--- src/rtl/pdl_pkg.sv ---
package pdl_pkg;

    // How the effective delay moved between two consecutive edges
    typedef enum logic [1:0] {
        DLY_HOLD   = 2'd0,
        DLY_GROW   = 2'd1,
        DLY_SHRINK = 2'd2
    } dly_change_e;

    function automatic dly_change_e classify_change(input int unsigned prev_d,
                                                    input int unsigned next_d);
        if (next_d > prev_d)      return DLY_GROW;
        else if (next_d < prev_d) return DLY_SHRINK;
        else                      return DLY_HOLD;
    endfunction

endpackage

--- src/rtl/pdl_ring_index.sv ---
module pdl_ring_index #(
    parameter  int DEPTH = 16,
    localparam int AW    = $clog2(DEPTH)
) (
    input  logic          clk,
    input  logic          rst,
    input  logic [AW-1:0] delay,
    output logic [AW-1:0] wr_addr,
    output logic [AW-1:0] rd_addr,
    output logic          bypass
);
    logic [AW-1:0] wr_q;

    // Write slot advances every edge; modulo DEPTH is free truncation
    always_ff @(posedge clk) begin
        if (rst) wr_q <= '0;
        else     wr_q <= wr_q + AW'(1);
    end

    always_comb begin
        wr_addr = wr_q;
        rd_addr = wr_q - delay;
        // Zero delay reads the slot being written this edge: forward the input
        bypass  = (delay == '0);
    end
endmodule

--- src/rtl/pdl_ram.sv ---
module pdl_ram #(
    parameter  int DATA_W = 16,
    parameter  int DEPTH  = 16,
    localparam int AW     = $clog2(DEPTH)
) (
    input  logic              clk,
    input  logic [AW-1:0]     wr_addr,
    input  logic [DATA_W-1:0] wr_data,
    input  logic [AW-1:0]     rd_addr,
    output logic [DATA_W-1:0] rd_data
);
    logic [DATA_W-1:0] mem [DEPTH];

    always_ff @(posedge clk) begin
        mem[wr_addr] <= wr_data;
        rd_data      <= mem[rd_addr];
    end
endmodule

--- src/rtl/pdl_fill_track.sv ---
module pdl_fill_track #(
    parameter  int DEPTH = 16,
    localparam int AW    = $clog2(DEPTH)
) (
    input  logic          clk,
    input  logic          rst,
    input  logic [AW-1:0] delay,
    output logic          valid
);
    import pdl_pkg::*;

    localparam logic [AW-1:0] FILL_MAX = AW'(DEPTH - 1);

    logic [AW-1:0] fill_q, prev_d_q;
    logic [AW-1:0] base, fill_n;
    logic          valid_n;
    dly_change_e   chg;

    always_comb begin
        chg  = classify_change(int'(prev_d_q), int'(delay));
        base = fill_q;
        // On growth only the samples that sit behind the old read point count
        if (chg == DLY_GROW && fill_q > prev_d_q) base = prev_d_q;
        valid_n = (base >= delay);
        fill_n  = (base == FILL_MAX) ? base : base + AW'(1);
    end

    always_ff @(posedge clk) begin
        if (rst) begin
            fill_q   <= '0;
            prev_d_q <= '0;
            valid    <= 1'b0;
        end else begin
            fill_q   <= fill_n;
            prev_d_q <= delay;
            valid    <= valid_n;
        end
    end
endmodule

--- src/rtl/prog_delay_line.sv ---
module prog_delay_line #(
    parameter  int DATA_W = 16,
    parameter  int DEPTH  = 16,
    localparam int AW     = $clog2(DEPTH),
    localparam int OFS_W  = AW + 1
) (
    input  logic              clk,
    input  logic              rst,
    input  logic [OFS_W-1:0]  offset,
    input  logic [DATA_W-1:0] din,
    output logic [DATA_W-1:0] dout,
    output logic              out_valid
);
    localparam logic [OFS_W-1:0] OFS_LIMIT = OFS_W'(DEPTH - 1);

    logic [AW-1:0]     delay;
    logic [AW-1:0]     wr_addr, rd_addr;
    logic              bypass;
    logic              bypass_q;
    logic [DATA_W-1:0] din_q, ram_q;

    // Clamp requests beyond the ring to the longest representable delay
    always_comb begin
        if (offset > OFS_LIMIT) delay = AW'(DEPTH - 1);
        else                    delay = offset[AW-1:0];
    end

    pdl_ring_index #(.DEPTH(DEPTH)) u_index (
        .clk     (clk),
        .rst     (rst),
        .delay   (delay),
        .wr_addr (wr_addr),
        .rd_addr (rd_addr),
        .bypass  (bypass)
    );

    pdl_ram #(.DATA_W(DATA_W), .DEPTH(DEPTH)) u_ram (
        .clk     (clk),
        .wr_addr (wr_addr),
        .wr_data (din),
        .rd_addr (rd_addr),
        .rd_data (ram_q)
    );

    pdl_fill_track #(.DEPTH(DEPTH)) u_fill (
        .clk   (clk),
        .rst   (rst),
        .delay (delay),
        .valid (out_valid)
    );

    // Forward path aligned with the RAM read register
    always_ff @(posedge clk) begin
        din_q    <= din;
        bypass_q <= bypass;
    end

    assign dout = bypass_q ? din_q : ram_q;
endmodule

--- config.mk ---
export PLATFORM = sky130hd
export DESIGN_NAME = prog_delay_line
export DESIGN_NICKNAME = d
export VERILOG_FILES = /design/src/rtl/pdl_pkg.sv /design/src/rtl/pdl_ring_index.sv /design/src/rtl/pdl_ram.sv /design/src/rtl/pdl_fill_track.sv /design/src/rtl/prog_delay_line.sv
export SDC_FILE = /design/constraint.sdc
export NUM_CORES = 1
export LEC_CHECK = 0
export ABC_AREA = 1
export ABC_CLOCK_PERIOD_IN_PS = 3280
export BUFFER_PORTS_ARGS = -buffer_cell sky130_fd_sc_hd__buf_2
export CORE_UTILIZATION = 50
export DETAILED_ROUTE_END_ITERATION = 10
export PLACE_DENSITY = 0.66
export SYNTH_ARGS = -nofsm -noshare
export SYNTH_HDL_FRONTEND = slang
export SYNTH_HIERARCHICAL = 1
export SYNTH_SLANG_ARGS = --single-unit
--- constraint.sdc ---
create_clock -name clk -period 3.28 [get_ports clk]
set_input_delay 0 -clock clk [delete_from_list [all_inputs] [get_ports clk]]
set_output_delay 0 -clock clk [all_outputs]
set_load 0.02 [all_outputs]
* After elaboration in Yosys (flattened, before gate mapping)
Memories as Yosys holds them, arrays and structs flattened. A register that Yosys moved wholly into a read port is not among the register bits. Index checks and enable logic that the tools add are counted.
Word-level totals: memories 1, memory bits (writable) 256, word-level logic and storage cells 25, output and inout port bits 17, input bits 23, bits in registers 30
Cells by class: eq/ne operators 2, $lt $le $gt $ge 5, multiplexer cells 6, reductions and logical operators 2, $add $sub $neg 3
Memories:
- u_ram.mem | depth 16, width 16, rd ports 1, clocked after memory_dff 1, write ports 1, line pdl_ram.sv:12 | logic [DATA_W-1:0] mem [DEPTH];
Operator list (number):
- 16-bit 2-to-1 mux | 1
- 4-bit 2-to-1 mux | 3
- 4-bit by 1-bit adder with 4-bit output, second input constant | 2
- 4-bit > comparator | 2
- 5-bit by 4-bit > comparator with 1-bit output, second input constant | 1
- 4-bit equality test, second input constant | 1
- 4-bit >= comparator | 1
- 4-bit zero test | 1
- 4-bit < comparator | 1
- 2-bit 2-to-1 mux | 2
- 4-bit subtractor | 1
- 2-bit by 1-bit equality test with 1-bit output, second input constant | 1
- 1-bit logical AND | 1

* Depth between registers and ports, before layout
Gate-level depths: netlist of run 1.
depth after elaboration 10, gate-level depth with buffers 20, gate-level depth less buffers 20

* By module
The synthesis of run 1 kept the hierarchy.
By module, submodules not included:
- pdl_ram | area an instance 11383.4 µm², cells each 1075, seq. area each 8007.7 µm², times used 1
- pdl_fill_track | area an instance 779.5 µm², cells each 112, seq. area each 180.2 µm², times used 1
- prog_delay_line | area an instance 609.3 µm², cells each 73, seq. area each 340.3 µm², times used 1
- pdl_ring_index | area an instance 280.3 µm², cells each 37, seq. area each 80.1 µm², times used 1

* Least setup slack after synthesis of run 1
OpenSTA, ideal clock, no wires.
path type reg-to-reg, from register u_fill.prev_d_q[3], to register u_fill.valid, setup time 0.116 ns, cell stages (with the launch flop) 16, arrival time 2.078 ns, buffers on the path 0, required time 3.164 ns, slack 1.086 ns, clock period less this slack 2.194 ns, cell sequence dfxtp_1 -> inv_1 -> ha_1 -> a21oi_1 -> nand2_4 -> nand3_4 -> nand2_1 -> o21ai_4 -> inv_1 -> ha_1 -> o21ai_0 -> nand2_1 -> nand2_1 -> nand2_1 -> nand3_1 -> a21oi_1
Between the ends: longest elaborated chain between the ends 7, elaborated cells between the ends (all ways) 9, those cells by class order compare: 4; eq/ne: 1; mux: 3; reduce/logical: 1
RTL lines:
- start: declaration | line pdl_fill_track.sv:14 | logic [AW-1:0] fill_q, prev_d_q;
- start signal: assignment | line pdl_fill_track.sv:35 | prev_d_q <= delay;
- 4-bit < comparator | line pdl_pkg.sv:13 | else if (next_d < prev_d) return DLY_SHRINK;
- 2-bit 2-to-1 mux | line pdl_pkg.sv:13
- 2-bit 2-to-1 mux | line pdl_pkg.sv:12 | if (next_d > prev_d) return DLY_GROW;
- 2-bit by 1-bit equality test with 1-bit output | line pdl_fill_track.sv:23 | if (chg == DLY_GROW && fill_q > prev_d_q) base = prev_d_q;
- 1-bit logical AND | line pdl_fill_track.sv:23
- 4-bit 2-to-1 mux (*) | line pdl_fill_track.sv:23
- 4-bit >= comparator (*) | line pdl_fill_track.sv:24 | valid_n = (base >= delay);
- end signal: assignment | line pdl_fill_track.sv:36 | valid <= valid_n;
- end: declaration | line pdl_fill_track.sv:8 | output logic valid
Every way passes the cells marked *; elsewhere a longest branch is shown, timed or not. A chain may end at the register's enable or synchronous reset.

* Final worst setup path of run 1
from register u_index.wr_q[0], in the netlist u_index/wr_addr[0], to register u_ram.rd_data[13], read port of u_ram.mem
Between the ends: longest elaborated chain between the ends 1
RTL lines:
- start: declaration | line pdl_ring_index.sv:12 | logic [AW-1:0] wr_q;
- start signal: assignment | line pdl_ring_index.sv:17 | else wr_q <= wr_q + AW'(1);
- 4-bit subtractor | line pdl_ring_index.sv:22 | rd_addr = wr_q - delay;
- named net rd_addr[0] | line prog_delay_line.sv:17 | logic [AW-1:0] wr_addr, rd_addr;
- end: declaration | line pdl_ram.sv:10 | output logic [DATA_W-1:0] rd_data
The timed path passes the listed nets, and every way through them passes these cells.

==> results of run 1 <==
-- cell type report --
cell class	instances	area (sq um)
multi-input cells	706	3260
inverters	235	891
clock inverters	14	149
clock buffers	42	857
well taps	330	413
repair buffers	91	676
flip-flops and latches	302	8610
fillers	2114	10500
-- power groups by stage --
stage,clock (mW),sequential (mW),combinational [mW]
6_report,3.48,4.44,1.78
5_1_grt,3.67,4.46,1.98
4_1_cts,3.51,4.44,1.79
3_5_place_dp,0,4.52,1.76
3_3_place_gp,0,4.53,1.73
2_1_floorplan,0,4.50,1.25
-- flip-flops by register name, indices dropped and copies added, names as in the netlist --
name,cells
u_fill/valid,1
din_q,16
u_index/wr_addr,4
u_ram/rd_data,16
u_fill/prev_d_q,4
u_fill/fill_q,4
bypass_q,1
u_ram/mem,256
-- worst max-delay path by stage --
stage,startpoint,endpoint,cells after the start
after floorplan,u_fill/prev_d_q[3],u_fill/valid,15
after global placement,offset[4],u_fill/valid,16
after detailed placement,u_index/wr_addr[0],u_ram/rd_data[13],10
after CTS,u_index/wr_addr[0],u_ram/rd_data[13],10
after global routing,u_index/wr_addr[0],u_ram/rd_data[13],10
final,u_index/wr_addr[0],u_ram/rd_data[13],10
-- through the flow --
stage / hold WS, ps / setup slack, ps / cells
global placement: 280 / 800 / 1638
CTS: 241 / 780 / 1720
floorplan: 27.7 / 1090 / 1297
global route: 268 / 552 / 1720
detailed placement: 280 / 784 / 1638
finish: 253 / 737 / 1720
-- cell families (layout without fill, tap and decap cells) --
group,count (synthesis),after routing,share of synthesized area
fa+ha+maj,17,17,0.0169
compound gates,9,9,0.00498
xor+xnor,2,2,0.00134
simple gates,678,678,0.222
flops,302,302,0.660
buf+inv,289,382,0.0953
-- synthesized netlist by cell type, drive strengths merged --
| master | n |
|---|---|
| a21oi | 5 |
| buf | 46 |
| clkbuf | 8 |
| clkinv | 2 |
| dfxtp | 46 |
| edfxtp | 256 |
| fa | 1 |
| ha | 16 |
| inv | 233 |
| nand2 | 432 |
| nand3 | 202 |
| nand4 | 6 |
| nor2 | 33 |
| nor4 | 1 |
| o211a | 1 |
| o21ai | 3 |
| or2 | 4 |
| xnor2 | 1 |
| xor2 | 1 |
-- per-layer routing --
metal / up-vias / global-route usage / routed length (um)
met1: 4142 / 0.314 / 13000
met4: 0 / 0.0741 / 929
met3: 60 / 0.0289 / 1800
li1: 4281 / - / -
met2: 267 / 0.387 / 14000
met5: - / 0 / 0
-- worst max-delay path, delay by kind of cell, from the launching register on --
kind / cells / cell delay, ps
buffers and inverters: 4 / 1020
AND/OR/NAND/NOR: 5 / 590
flip-flops: 1 / 470
adder cells (fa/ha/maj): 1 / 300
==> out/results.txt, run 1 <==
The maximum buffer depth of the clock tree is 3. The die outline height is 164 um. For the part of the power in the clock network, the log shows 0.358.

The fraction of the yosys area taken by sequential cells is 0.660. Max-cap violations in this run came to 0. The final setup violation count was 0; the final antenna diode count was 0. The worst setup path is of the reg -> reg kind. The portion of total power attributed to sequential cells is 0.458, and the number of gates resized after CTS is 0. The run gives 25400 sq um as the placeable core region.

The total of warnings raised by yosys was 6; the hold path depth was 2. Post-synthesis instance area: 13100 sq um. The worst setup path is captured at a register.

For the worst-skew pair, the clock arrives at the later sink with an insertion delay of 550 ps. The cell type with the highest occurrence count on the critical path is nand3_1. Leaving out fill and tap cells, the most frequent cells in the layout are nand2_1 (421), edfxtp_1 (256), inv_1 (229). Number of clock sinks: 302. The area enclosed by the die boundary was 26800 sq um. Worst flop-to-flop path endpoint: u_ram/rd_data[13]. After the first detailed-routing iteration, the DRC count stood at 750. The area growth from synthesis to layout is 13.8%. The analysis attributes to cell leakage a power of 6.56 nW. The number of cells on the worst reg-to-reg path is 10.

STA puts the critical path data required time at 3730 ps. Leaving out fill and tap cells, the most frequent cell in the layout is nand2_1. The worst ir drop on vdd is 431 uV. The count of H-tree levels built during CTS came out at 1.

The final total negative setup slack was 0 ps; the register bit total from synthesis was 302. Switching share of power: 0.281. After synthesis, the cell types taking the most area are edfxtp_1 (59%), nand2_1 (12%), nand3_1 (7.6%), dfxtp_1 (7.1%), inv_1 (6.6%). The capture endpoint of the worst hold path is din_q[10]. The actual transition at the worst max-transition pin was 1090 ps.

Synthesis handed over a netlist of 1297 instances. The power share of the combinational group was 0.183; the ratio of cells with drive above 1 in the final layout was 0.113. The top-level I/O count came out at 40. The share of the clock period used by the worst path is 0.775, and the count of standard-cell rows is 58. The launch point of the worst reg-to-reg path was u_index/wr_addr[0]. The finished cells cover 14900 sq um. The final hold violation count is 0, and the average vias per placed instance is 5.09. The run finished with clean final reports.

The shortest clock period the worst path allows after layout was 2540 ps. The synthesized design spends more area on one cell type than any other, namely edfxtp_1. Fraction of synthesized cell area taken by the top area cell type: 0.589.

The tools report the number of buffers added by the clock tree synthesis step as 30. The final weighted congestion in routability-driven placement is 0.810. The type of the most critical hold path is in -> reg. The reported net switching power is 2.73 mW.

After global routing the overflow that remains totals 0. For the number of antenna violations at the first check in global routing, the log shows 0. The worst register-to-register path has a setup slack of 740 ps. Largest net degree at the start of global routing: 129. For the wire length of the first global-routing pass, the log shows 46.6 mm.

The critical path arrival was 2990 ps. Detailed routing inserted a total of 8750 vias. TritonCTS built the clock tree.

In the final routed layout, each cell accounts on average for 17.3 um. Detailed placement finished with a half-perimeter wire length of 16.3 mm. Clock-pin slew was measured on the worst setup and hold paths at 60 ps. For the overall global routing resource usage, the log shows 0.232.

The DRC violations left was 0. On the critical path, the stage with the largest delay is an instance of buf_4. The net count after synthesis was 1337. Walking the worst path, the cells encountered are inv_1 > ha_1 > clkinv_2 > clkinv_2 > buf_4 > nand2_1 > nand3_1 > nand3_1 > nand3_1 > nand2_1. Power spread over the standard cell area amounts to 653 nW/um^2. The die is 164 um wide.

In this run the tool buffered the top-level ports with 39 buffer cells. For this run, the slowest stage of the critical path takes 800 ps. The run gives 0.585 as the final core utilization. The run gives 29.7 mm as the total wire length after detailed routing. The post-layout net count was 1406; the number of pins exceeding their max-slew limit in the final report was 0. The number of hold buffers added after CTS was 26. The detailed-router iteration count before antenna repair came out at 5. Post-CTS repair timing setup buffer count: 0. STA classifies the critical path startpoint as a register. Setup repair after global routing left no endpoint under its margin.

In this run the most critical hold path is launched from din[10]. Starting density of the core: 0.514. The via count of the first global-routing pass was 8538. Worst slew margin relative to its limit: 0.274. The post-placement cell area came out at 13600 sq um. Overall power after layout: 9.70 mW. The top achievable clock speed came out at 393 MHz. The tools report the number of distinct standard cells referenced by the synthesized netlist as 34. The tools report the clock root buffer as clkbuf_16. The detail route stage leaves a number of antenna-violating nets equal to 0.

The largest fanout of any net on the critical path was 97. A synthesized cell averages 10.1 sq um. The internal portion of the total power is 6.98 mW. Maximum clock skew at final layout: 11.7 ps.
Note: power is estimated with default switching activity, not from simulation.
==> run 2: changes to the inputs <==
- ABC_CLOCK_PERIOD_IN_PS: 3280 -> 2000
- PLACE_DENSITY: 0.66 -> 0.69
- clock period: 3.28 -> 2 ns (I/O delays scaled with it)
==> run 2 against run 1 <==
Clock skew fell by 2.9 ps. Maximum frequency is 25% higher. Largest cell class unchanged. Critical path depth grew 6. The run now ends with setup timing left. Combinational power up 130%. Global-route usage is essentially flat.
==> out/results.txt, run 2 (synthesized netlist as in run 1, its figures left out) <==
The run finished, with violations left. The final reports fail on setup timing. STA puts the critical path data required time at 2430 ps. In this run, CTS created clock tree buffers numbering 31.

The floorplan step defined a core boundary enclosing 25400 sq um. Broken down by cell family, the worst path's largest delay share belongs to simple AND/OR/NAND/NOR gates. The wire length per cell came out at 18.3 um.

The longest clock path from root to sink contains 3 buffers. In the routed layout, each cell is associated on average with a via count of 5.19. The final critical-path setup slack is -30.1 ps. The number of flip-flops in the largest register was 256. The share of the clock period used by the worst path is 1.02. The ratio of cells with drive above 1 in the final layout was 0.201.

The top achievable clock speed is 493 MHz, and the count of standard-cell rows is 58. The maximum clock skew at final layout was 8.78 ps. The run gives 0 as the number of pins exceeding their max-slew limit in the final report. The number of antenna violations at the first check in global routing is 1, and the via total after detailed routing is 9275. The standard cell with the maximum stage delay on the critical path was dfxtp_2.

The logs give 8748 for the via count of the first global-routing pass and 302 for the number of clock sinks. Starting density of the core: 0.514. u_ram/mem holds more flip-flops than any other register.

In this run the horizontal extent of the chip is 164 um. The worst flop-to-flop path endpoint is u_fill/valid. The worst setup path is of the reg -> reg kind.

Max-cap violations in this run came to 0. Routability-driven placement finished with a final weighted congestion of 0.805. The worst reg2reg path depth came out at 16. The largest registers in the layout are u_ram/mem x256, din_q x16, u_ram/rd_data x16. Along the worst path, the maximum fanout reaches 4. The total number of cells along the worst setup path was 16. The overall global routing resource usage is 0.232, and the final setup violation count is 1.

The final layout contains routed wiring with a total length of 32.7 mm. Setup repair after global routing could not meet its margin everywhere. The largest single stage delay on the critical path is 350 ps.

The tools report the clock root buffer as clkbuf_16. Compared with the post-synthesis result, the final layout area differs by 23.4%. For the pin with the worst max-slew slack, the measured transition is 485 ps. The floorplan step defined a die boundary enclosing 26800 sq um. The leftover overflow at the end of global routing is 0, and the number of buffers and inverters on the critical path is 3.

The hold path depth came out at 6. The half-perimeter wire length after detailed placement is 17.9 mm, and the cell area power density is 1070 nW/um^2. The run gives -30 ps as the setup slack of the most critical reg-to-reg path. Worst slew margin relative to its limit: 0.676.

For this run, the detailed router's first-pass iteration total came to 5. Counting stages on the worst path, the most repeated cell is nand2_1. In the layout the commonest cells are nand2_1 (411), edfxtp_1 (256), inv_1 (220). Worst ir drop on vdd: 743 uV. The final layout contains 1471 nets. During placement, the flow inserted port buffers numbering 39. Traced cell by cell, the critical path runs through inv_4 > ha_4 > nand2_4 > inv_2 > nand2_2 > nand2_4 > nand3_4 > o21ai_4 > inv_2 > ha_4 > o21ai_2 > nand2_1 > nand2_1 > nand2_1 > nand3_1 > a21oi_1. Most common cell after layout, fill and taps aside: nand2_1. The tools report the final core utilization as 0.634.

Once detail routing completed, the nets flagged for antenna violations numbered 0. At the worst endpoint, the arrival time is 2460 ps. For the finished layout, the period the worst path requires is 2030 ps. The tools report the startpoint class of the critical path as a register. TritonCTS built the clock tree. The count of H-tree levels built during CTS is 1, and the overall power after layout is 17.3 mW.

The clock transition at the registers of the reported paths works out to 60 ps. Entering global routing, the biggest net connects 79 pins. In this run, the number of DRC markers left after iteration 0 of detailed routing was 801. The endpoint type of the worst setup path is a register.

The analysis attributes to cell leakage a power of 7.14 nW. After detailed routing, the number of remaining DRC violations is 0. Launch point of the worst reg-to-reg path: u_fill/prev_d_q[2]. Type of the most critical hold path: in -> reg.

The die is 164 um tall. At the later pin of the worst-skew pair, clock insertion delay measures 550 ps. The most critical setup path has its startpoint at u_fill/prev_d_q[2]. The final hold violation count came out at 0. The wire length of the first global-routing pass came out at 46.9 mm. The critical path ends at u_fill/valid. Pin placement for this block handled 40 I/O pins.
==> run 2: worst min-delay path by stage <==
stage	startpoint	end
4_1_cts	offset[2]	u_fill/valid
6_report	offset[2]	u_fill/valid
2_1_floorplan	din[0]	din_q[0]
5_1_grt	offset[2]	u_fill/valid
3_3_place_gp	din[8]	din_q[8]
3_5_place_dp	din[4]	din_q[4]
==> run 2: power by group <==
group,switching (mW),leakage [nW],internal [mW]
Combinational,2.46,3.91,1.68
Sequential,0.116,2.71,7.16
Clock,2.32,0.511,3.53
Total,4.89,7.14,12.4
==> run 2: what timing repair did <==
item,CTS,global route
resized for setup,4,77
hold buffers,25,0
pin swaps,1,52
gates cloned,0,15
setup buffers,0,6
endpoints found under the setup margin,13,21
endpoints found under the hold margin,286,0
==> run 2: final cells by class <==
| type | count | area [sq um] |
|---|---|---|
| tap | 330 | 413 |
| fill | 1954 | 9290 |
| timing repair inverter | 1 | 8.76 |
| clock inverter | 14 | 168 |
| clock buffer | 43 | 871 |
| antenna | 1 | 2.50 |
| inverter | 235 | 918 |
| multi-input combinational | 706 | 3620 |
| sequential | 302 | 8620 |
| timing repair buffer | 154 | 1500 |
==> run 2: tightest hold or removal path, cell delays in order <==
cell and delay (ps):
buf_2 70, or2_4 120, buf_4 120, nand3_1 70
nand3_1 80, a21oi_1 60
==> run 2: routing by layer <==
| metal | routed length [um] | vias to the layer above | track usage |
|---|---|---|---|
| met1 | 13200 | 4392 | 0.313 |
| li1 | - | 4416 | - |
| met2 | 15700 | 388 | 0.394 |
| met3 | 2760 | 79 | 0.0310 |
| met5 | 0 | - | 0 |
| met4 | 1050 | 0 | 0.0602 |
==> run 2: per-stage QoR <==
step	hold WS (ps)	instances	TNS (ps)	worst slack (ps)	instance area, sq um
2_1_floorplan	27.7	1297	-97.0	-97.0	13200
3_3_place_gp	276	1682	-229	-134	14100
3_5_place_dp	281	1682	-614	-154	14100
4_1_cts	3.48	1764	-90.8	-46.8	15400
5_1_grt	51.1	1785	-597	-147	16100
6_report	21.1	1786	-30.1	-30.1	16100
